### src/rtl/lsAlignPkg.sv
package lsAlignPkg;
  localparam int OPC_W = 6;

  localparam logic [OPC_W-1:0] OP_LOAD_BYTE  = 6'd32;
  localparam logic [OPC_W-1:0] OP_LOAD_WORD  = 6'd35;
  localparam logic [OPC_W-1:0] OP_LOAD_UBYTE = 6'd36;
  localparam logic [OPC_W-1:0] OP_STORE_BYTE = 6'd40;
  localparam logic [OPC_W-1:0] OP_STORE_WORD = 6'd43;

  // Strobes from the decoder to the datapath
  typedef struct packed {
    logic doLoad;
    logic doStore;
    logic wordSize;
    logic signExt;
    logic misalign;
  } lsStrobes_t;
endpackage

### src/rtl/lsCtrl.sv
module lsCtrl
  import lsAlignPkg::*;
#(
  parameter int OFS_W = 2
) (
  input  logic             opValid,
  input  logic [OPC_W-1:0] opCode,
  input  logic [OFS_W-1:0] laneOfs,
  output lsStrobes_t       strobes
);
  logic isLoad, isStore, isWord, isSigned;

  always_comb begin
    isLoad   = 1'b0;
    isStore  = 1'b0;
    isWord   = 1'b0;
    isSigned = 1'b0;
    if (opValid) begin
      unique case (opCode)
        OP_LOAD_WORD:  begin isLoad = 1'b1; isWord = 1'b1; end
        OP_LOAD_BYTE:  begin isLoad = 1'b1; isSigned = 1'b1; end
        OP_LOAD_UBYTE: begin isLoad = 1'b1; end
        OP_STORE_WORD: begin isStore = 1'b1; isWord = 1'b1; end
        OP_STORE_BYTE: begin isStore = 1'b1; end
        default:       ;
      endcase
    end
  end

  always_comb begin
    strobes.doLoad   = isLoad;
    strobes.doStore  = isStore;
    strobes.wordSize = isWord;
    strobes.signExt  = isSigned;
    // only word-sized accesses care about the low address bits
    strobes.misalign = isWord && (isLoad || isStore) && (laneOfs != '0);
  end
endmodule

### src/rtl/lsDatapath.sv
module lsDatapath
  import lsAlignPkg::*;
#(
  parameter int DATA_W = 32,
  parameter int ADDR_W = 32,
  parameter int IMM_W  = 16,
  parameter int LANE_W = 8
) (
  input  logic                        clk,
  input  logic                        rstN,
  input  logic [ADDR_W-1:0]           baseAddr,
  input  logic [IMM_W-1:0]            offsetImm,
  input  logic [DATA_W-1:0]           storeData,
  input  logic [DATA_W-1:0]           memRdata,
  input  lsStrobes_t                  strobes,
  output logic [ADDR_W-1:0]           effAddr,
  output logic [DATA_W-1:0]           memWdata,
  output logic [DATA_W/LANE_W-1:0]    byteEn,
  output logic [DATA_W-1:0]           loadResult,
  output logic [DATA_W-1:0]           loadResultQ,
  output logic                        loadValidQ
);
  localparam int LANES = DATA_W / LANE_W;
  localparam int OFS_W = $clog2(LANES);
  localparam int EXT_W = DATA_W - LANE_W;

  logic [OFS_W-1:0]  laneOfs;
  logic [LANE_W-1:0] laneBytes [LANES];
  logic [LANES-1:0]  laneEnByOfs;
  logic [LANE_W-1:0] pickedByte;
  logic [EXT_W-1:0]  extBits;
  logic              loadDone;

  // effective address: base plus sign-extended displacement
  assign effAddr = baseAddr + {{(ADDR_W-IMM_W){offsetImm[IMM_W-1]}}, offsetImm};
  assign laneOfs = effAddr[OFS_W-1:0];

  // big-endian lanes: offset k lives in the k-th most significant byte
  for (genvar k = 0; k < LANES; k++) begin : gLane
    assign laneBytes[k] = memRdata[DATA_W-1-k*LANE_W -: LANE_W];
    assign laneEnByOfs[LANES-1-k] = (laneOfs == OFS_W'(k));
  end

  assign pickedByte = laneBytes[laneOfs];
  assign extBits    = strobes.signExt ? {EXT_W{pickedByte[LANE_W-1]}} : '0;
  assign loadDone   = strobes.doLoad && !strobes.misalign;

  always_comb begin
    loadResult = '0;
    if (loadDone) begin
      loadResult = strobes.wordSize ? memRdata : {extBits, pickedByte};
    end
  end

  always_comb begin
    memWdata = '0;
    byteEn   = '0;
    if (strobes.doStore) begin
      memWdata = strobes.wordSize ? storeData : {LANES{storeData[LANE_W-1:0]}};
      if (!strobes.misalign) begin
        byteEn = strobes.wordSize ? '1 : laneEnByOfs;
      end
    end
  end

  always_ff @(posedge clk or negedge rstN) begin
    if (!rstN) begin
      loadResultQ <= '0;
      loadValidQ  <= 1'b0;
    end else begin
      loadValidQ <= loadDone;
      if (loadDone) loadResultQ <= loadResult;
    end
  end

  AST_BYTE_STORE_ONE_LANE: assert property (@(posedge clk) disable iff (!rstN)
    (strobes.doStore && !strobes.wordSize) |-> $onehot(byteEn));
  AST_LOADQ_CAPTURE: assert property (@(posedge clk) disable iff (!rstN)
    loadDone |=> (loadValidQ && loadResultQ == $past(loadResult)));
  AST_LOADQ_HOLD: assert property (@(posedge clk) disable iff (!rstN)
    !loadDone |=> (!loadValidQ && $stable(loadResultQ)));
endmodule

### src/rtl/beLsAlign.sv
module beLsAlign
  import lsAlignPkg::*;
#(
  parameter int DATA_W = 32,
  parameter int ADDR_W = 32,
  parameter int IMM_W  = 16,
  parameter int LANE_W = 8
) (
  input  logic                     clk,
  input  logic                     rstN,
  input  logic                     opValid,
  input  logic [OPC_W-1:0]         opCode,
  input  logic [ADDR_W-1:0]        baseAddr,
  input  logic [IMM_W-1:0]         offsetImm,
  input  logic [DATA_W-1:0]        storeData,
  input  logic [DATA_W-1:0]        memRdata,
  output logic [ADDR_W-1:0]        memAddr,
  output logic [DATA_W-1:0]        memWdata,
  output logic [DATA_W/LANE_W-1:0] byteEn,
  output logic [DATA_W-1:0]        loadResult,
  output logic                     misalign,
  output logic [DATA_W-1:0]        loadResultQ,
  output logic                     loadValidQ
);
  localparam int LANES = DATA_W / LANE_W;
  localparam int OFS_W = $clog2(LANES);

  lsStrobes_t strobes;

  lsCtrl #(.OFS_W(OFS_W)) u_ctrl (
    .opValid (opValid),
    .opCode  (opCode),
    .laneOfs (memAddr[OFS_W-1:0]),
    .strobes (strobes)
  );

  lsDatapath #(
    .DATA_W(DATA_W), .ADDR_W(ADDR_W), .IMM_W(IMM_W), .LANE_W(LANE_W)
  ) u_dp (
    .clk         (clk),
    .rstN        (rstN),
    .baseAddr    (baseAddr),
    .offsetImm   (offsetImm),
    .storeData   (storeData),
    .memRdata    (memRdata),
    .strobes     (strobes),
    .effAddr     (memAddr),
    .memWdata    (memWdata),
    .byteEn      (byteEn),
    .loadResult  (loadResult),
    .loadResultQ (loadResultQ),
    .loadValidQ  (loadValidQ)
  );

  assign misalign = strobes.misalign;

  AST_MISALIGN_NO_WRITE: assert property (@(posedge clk) disable iff (!rstN)
    misalign |-> (byteEn == '0 && loadResult == '0));
  AST_BYTE_NEVER_MISALIGN: assert property (@(posedge clk) disable iff (!rstN)
    (opValid && (opCode == OP_LOAD_BYTE || opCode == OP_LOAD_UBYTE ||
                 opCode == OP_STORE_BYTE)) |-> !misalign);
  AST_IDLE_QUIET: assert property (@(posedge clk) disable iff (!rstN)
    !opValid |-> (byteEn == '0 && loadResult == '0 && memWdata == '0 && !misalign));
endmodule

### config.mk
export PLATFORM = sky130hd
export DESIGN_NAME = beLsAlign
export DESIGN_NICKNAME = d
export VERILOG_FILES = /design/src/rtl/lsAlignPkg.sv /design/src/rtl/lsCtrl.sv /design/src/rtl/lsDatapath.sv /design/src/rtl/beLsAlign.sv
export SDC_FILE = /design/constraint.sdc
export NUM_CORES = 1
export LEC_CHECK = 0
export ABC_AREA = 1
export CORE_AREA = 2 2 97 99
export CTS_BUF_LIST = sky130_fd_sc_hd__clkbuf_8
export DETAILED_ROUTE_END_ITERATION = 10
export DIE_AREA = 0 0 99 101
export DONT_BUFFER_PORTS = 1
export HOLD_SLACK_MARGIN = 0.06
export PLACE_DENSITY = 0.62
export REMOVE_ABC_BUFFERS = 1
export SLEW_MARGIN = 20
export SYNTH_ARGS = -nofsm -noshare
export SYNTH_HDL_FRONTEND = slang
export SYNTH_HIERARCHICAL = 1
export SYNTH_SLANG_ARGS = --single-unit
### constraint.sdc
create_clock -name clk -period 2.75 [get_ports clk]
set_clock_uncertainty 0.1 [all_clocks]
set_input_delay 0.275 -clock clk [delete_from_list [all_inputs] [get_ports clk]]
set_output_delay 0.275 -clock clk [all_outputs]
set_load 0.1 [all_outputs]
### Yosys cells after proc, flatten, opt, wreduce, memory -nomap -nowiden

Index checks and enable logic that the tools add are counted.

| word-level totals | value |
|---|---|
| input bits | 121 |
| flip-flop bits (word level) | 33 |
| logic and storage cells | 42 |
| output and inout bits | 134 |

| operators by class | value |
|---|---|
| add/sub/neg operators | 1 |
| order comparisons | 1 |
| equality and inequality tests | 8 |
| mux-type cells | 19 |
| reduce and logical (&&, ||, !) cells | 10 |
| bitwise logic cells | 1 |

Operator list:

| kind | count |
|---|---|
| 32-bit 2-to-1 mux | 4 |
| 32-bit adder | 1 |
| 6-bit equality test, second input constant | 5 |
| 24-bit 2-to-1 mux | 1 |
| 8-bit binary-select mux with 2-bit select | 1 |
| 8-bit 2-to-1 mux | 2 |
| 4-bit 2-to-1 mux | 3 |
| 1-bit 2-to-1 mux | 8 |
| 2-bit equality test, second input constant | 2 |
| 2-bit OR reduction | 2 |
| 3-bit >= comparator, second input constant | 1 |
| 1-bit logical AND | 3 |
| 2-bit NOT with 3-bit output | 1 |
| 3-bit OR reduction | 1 |
| 2-bit by 1-bit equality test with 1-bit output, second input constant | 1 |
| 2-bit logical NOT | 1 |
| 2-bit nonzero test | 1 |
| 1-bit logical NOT | 1 |
| 1-bit logical OR | 1 |

### Depth between registers and ports, before layout

| depth | value |
|---|---|
| word-level depth | 10 |
| mapped depth | 13 |
| gate-level depth less buffers | 12 |

### Hierarchy

The synthesis kept the hierarchy.

Modules (own cells, without submodules):

| module | cells an instance | times used | seq. area each (um2) | area an instance (um2) |
|---|---|---|---|---|
| lsDatapath | 811 | 1 | 825.8 | 4381.7 |
| lsCtrl | 24 | 1 | 0.0 | 150.1 |

### Worst setup path before layout

OpenSTA, ideal clock, no wires.

| path | value |
|---|---|
| path type | input to output |
| start | in baseAddr[0] |
| end | out loadResult[11] |
| slack | -1.878 ns |
| path buffers | 2 |
| data arrival time | 4.253 ns |
| data required time | 2.375 ns |
| stages on the path | 13 |
| cells stage by stage | ha_1 inv_1 fa_1 inv_1 nor2_1 nor3b_2 inv_1 nand2_1 inv_2 o211ai_2 buf_6 buf_6 nor2_1 |

| on the way | value |
|---|---|
| elaborated cells between the ends (all ways) | 12 |
| those cells by class | 1 x add/sub; 6 x mux; 1 x bitwise; 4 x reduce/logical |

RTL lines:

| item | line | source |
|---|---|---|
| from (decl) | beLsAlign.sv:13 | `input logic [ADDR_W-1:0] baseAddr,` |
| 32-bit adder | lsDatapath.sv:35 | `assign effAddr = baseAddr + {{(ADDR_W-IMM_W){offsetImm[IMM_W-1]}}, offsetImm};` |
| net memAddr[1] | beLsAlign.sv:17 | `output logic [ADDR_W-1:0] memAddr,` |
| 2-bit nonzero test | lsCtrl.sv:36 | `strobes.misalign = isWord && (isLoad \|\| isStore) && (laneOfs != '0);` |
| 1-bit logical AND | lsCtrl.sv:36 |  |
| net misalign | beLsAlign.sv:21 | `output logic misalign,` |
| 1-bit logical NOT | lsDatapath.sv:46 | `assign loadDone = strobes.doLoad && !strobes.misalign;` |
| 1-bit logical AND | lsDatapath.sv:46 |  |
| net u_dp.loadDone | lsDatapath.sv:32 | `logic loadDone;` |
| 32-bit 2-to-1 mux | lsDatapath.sv:50 | `if (loadDone) begin` |
| to (decl) | beLsAlign.sv:20 | `output logic [DATA_W-1:0] loadResult,` |

The timed path passes the listed nets, and every way through them passes these cells. The select of a mux whose other input is x is not followed.

### Worst setup path after layout

| path | value |
|---|---|
| start | in baseAddr[0] |
| end | out loadResult[10] |

| on the way | value |
|---|---|
| elaborated cells between the ends (all ways) | 12 |
| those cells by class | 1 x add/sub; 6 x mux; 1 x bitwise; 4 x reduce/logical |

RTL lines:

| item | line |
|---|---|
| 32-bit adder | lsDatapath.sv:35 |
| 2-bit nonzero test | lsCtrl.sv:36 |
| 1-bit logical AND | lsCtrl.sv:36 |
| 1-bit logical NOT | lsDatapath.sv:46 |
| 1-bit logical AND | lsDatapath.sv:46 |
| net u_dp.loadDone | lsDatapath.sv:32 |
| 32-bit 2-to-1 mux | lsDatapath.sv:50 |

The timed path passes the listed nets, and every way through them passes these cells. The select of a mux whose other input is x is not followed.

==> summary.txt <==
Detailed routing
  • Starting DRT DRC Count: 287
  • Final WL: 17200 um
  • Via count: 5731
  • Drt drc: 0
  • Pre-antenna DRT Iters: 6
  • Detail Route Antenna Nets: 0
  • Vias per inst: 5.46
  • Wire per inst: 16.4 um

Placed design
  • Place WS: -0.000618 ns
  • Dpl cell area: 0.00661 sq mm
  • Gp weighted congestion: 0.963
  • IO Port Bufs: 0
  • DP HPWL: 14100 um
  • Placed insts: 1037

Layout
  • Number of diodes: 0
  • Design Area, Final: 0.00679 sq mm
  • Layout cells sized above 1: 0.229
  • Layout Nets: 1091
  • Post-route insts no fill: 1049
  • Layout area overhead: 49.9%
  • Fill count: 715
  • Seq. cell area: 826 sq um
  • Footprint of the multi-input gates: 0.00334 sq mm

STA
  • Final hold viol count: 0
  • Final setup vio count: 0
  • Slew headroom: 0.270
  • Achievable frequency: 370 MHz
  • Hold_ws: 0.120 ns
  • Fin Setup TNS: 0 ns
  • Min setup slack post-route: 0.0446 ns
  • Final Max Slew Viols: 0
  • Worst-Margin Slew: 1.09 ns
  • Crit path time final: 2.71 ns
  • Final worst path period share: 0.984

Synthesis
  • Synth unique cells: 34
  • YS warnings: 6
  • Post-synth top area cell: nand2_1
  • Post-Synthesis Cells: 835
  • Seq/Total Area, Yosys: 0.182
  • Top cell type's share of synthesized area: 0.269
  • Ys flop type: dfrtp_1
  • FF+latch count, synth: 33
  • Post-synth EDFFs: 0
  • Synthesized area: 0.00453 sq mm
  • Count leader, synth: nand2_1
  • Fraction of registers with async set/reset: 1.00
  • Mapped Avg Cell Area: 5.43 sq um
  • Synth area leaders: nand2_1 (27%), dfrtp_1 (18%), inv_1 (12%)
  • Top cells by count, synth: nand2_1 (325), inv_1 (144), nor2_1 (106)

Clock tree
  • # Post-CTS Setup Buffers: 0
  • Clk slew on worst S/H paths: 0.07 ns
  • Clock insertion delay at the later pin of the skew report: 0.27 ns
  • # clock sinks: 33
  • CTS tree: yes
  • Num CTS Buffers: 5
  • Clk buf depth: 2
  • CTS root buffer: clkbuf_8
  • Htree depth: 2

GRT
  • Largest net degree at the start of global routing: 45
  • Antenna violations before repair: 0
  • Tot GR Track Use: 0.317
  • First-pass GRT wire length: 25900 um
  • Vias in the first global route: 5390
  • Grt total ovfl: 0

Job
  • Maxcap violations: 0

Critical path
  • Reg2reg start: u_dp/loadResultQ[31]
  • Setup CP Type: in -> out
  • Crit-path max FO: 11
  • CP startpoint: baseAddr[0]
  • Worst Setup End Kind: output port
  • CP Launch Type: primary input
  • WP data required: 2.38 ns
  • Critical Path AT: 2.33 ns

Floorplanning
  • Die height: 101 um
  • Die W: 99 um
  • Core area: 0.00898 sq mm
  • # rows: 35
  • I/O Pins: 255
  • Die area: 0.0100 sq mm
  • Starting Density: 0.505

Power
  • Leak pwr: 3.73 nW
  • VDD IR-drop max: 426 uV
  • Cell Pwr Density: 436 mW/mm^2

Worst hold path
  • Hold_sp: memRdata[18]
  • Min-delay worst type: in -> reg

Outcome
  • Status: completed
[area by class of cell]
class / count / area share
multi-input combinational: 633 / 0.491
timing repair buffer: 118 / 0.273
inverter: 147 / 0.0812
clock buffer: 6 / 0.0122
tap: 111 / 0.0204
sequential: 33 / 0.122
clock inverter: 1 / 0.000553
[power by group]
part	internal (mW)	switching, mW	leakage (nW)
sequential	0.520	0.361	0.450
combinational	0.463	1.26	3.24
clock	0.195	0.163	0.0485
[cells by family after synthesis]
group                      share of synthesized area
AOI/OAI and AO/OA                              0.124
xor gates and xnor gates                      0.0290
adders and majority gates                     0.0900
buffers and inverters                          0.150
DFF                                            0.182
and+or+nand+nor                                0.425
[cells in the final DEF (no fill, tap or decap)]
cell / instances
inv_2: 3
inv_1: 144
nand2_2: 1
or2_1: 1
clkinv_1: 1
buf_4: 40
nand3_2: 1
a21oi_2: 28
clkbuf_8: 6
a21o_1: 1
nand2_1: 325
xnor2_1: 1
a21oi_1: 22
xnor2_2: 2
nand3b_1: 1
dlygate4sd3_1: 1
nor3_1: 3
xor2_2: 12
nor2_4: 2
nand4_1: 5
nand3_1: 30
o21bai_1: 3
buf_6: 1
o22ai_1: 1
o211ai_4: 1
buf_12: 74
o221ai_1: 6
nor2_2: 33
nor3_2: 2
dfrtp_1: 33
fa_1: 1
nor3b_4: 1
or2_2: 6
o21ai_0: 41
nor2_1: 72
ha_1: 31
clkbuf_16: 2
[per-stage QoR]
stage | power (mW) | utilization
2_1_floorplan | 2.10 | -
5_1_grt | 3.10 | 0.757
3_5_place_dp | 2.58 | 0.736
3_3_place_gp | 2.56 | 0.736
6_report | 2.96 | 0.757
4_1_cts | 2.96 | 0.749
[flip-flops by register name, summed over array words and instances, names as in the netlist]
signal	cells
u_dp/loadResultQ	32
u_dp/loadValidQ	1
[per-layer routing]
layer,global-route usage,wire length (um)
met1,0.363,6240
met2,0.591,8880
met4,0.112,528
met3,0.0527,1510
met5,0,0
[critical path, cell delays in order]
cell	delay, ns
ha_1	0.15
inv_1	0.06
fa_1	0.54
inv_2	0.08
nor2_2	0.14
nor3b_4	0.06
inv_1	0.08
nand2_1	0.08
inv_2	0.12
o211ai_4	0.16
buf_12	0.20
nor2_2	0.15
buf_12	0.19
[what timing repair did]
item	in CTS	in global routing
pin swaps	0	1
hold buffers	2	0
resized for setup	1	2
gates cloned	0	3
endpoints found under the hold margin	33	0
endpoints found under the setup margin	3	26
[path summary, 6_finish.rpt]
check	to	slack, ns	cells after the start
min	u_dp/loadResultQ[18]	0.12	2
max	loadResult[10]	0.04	13
max in group asynchronous	u_dp/loadResultQ[17]	2.03	2
min reg2reg	u_dp/loadResultQ[26]	0.93	2
min in group asynchronous	u_dp/loadResultQ[13]	0.34	2
max reg2reg	u_dp/loadResultQ[31]	1.32	2
Power figures use the tool's default switching activity.
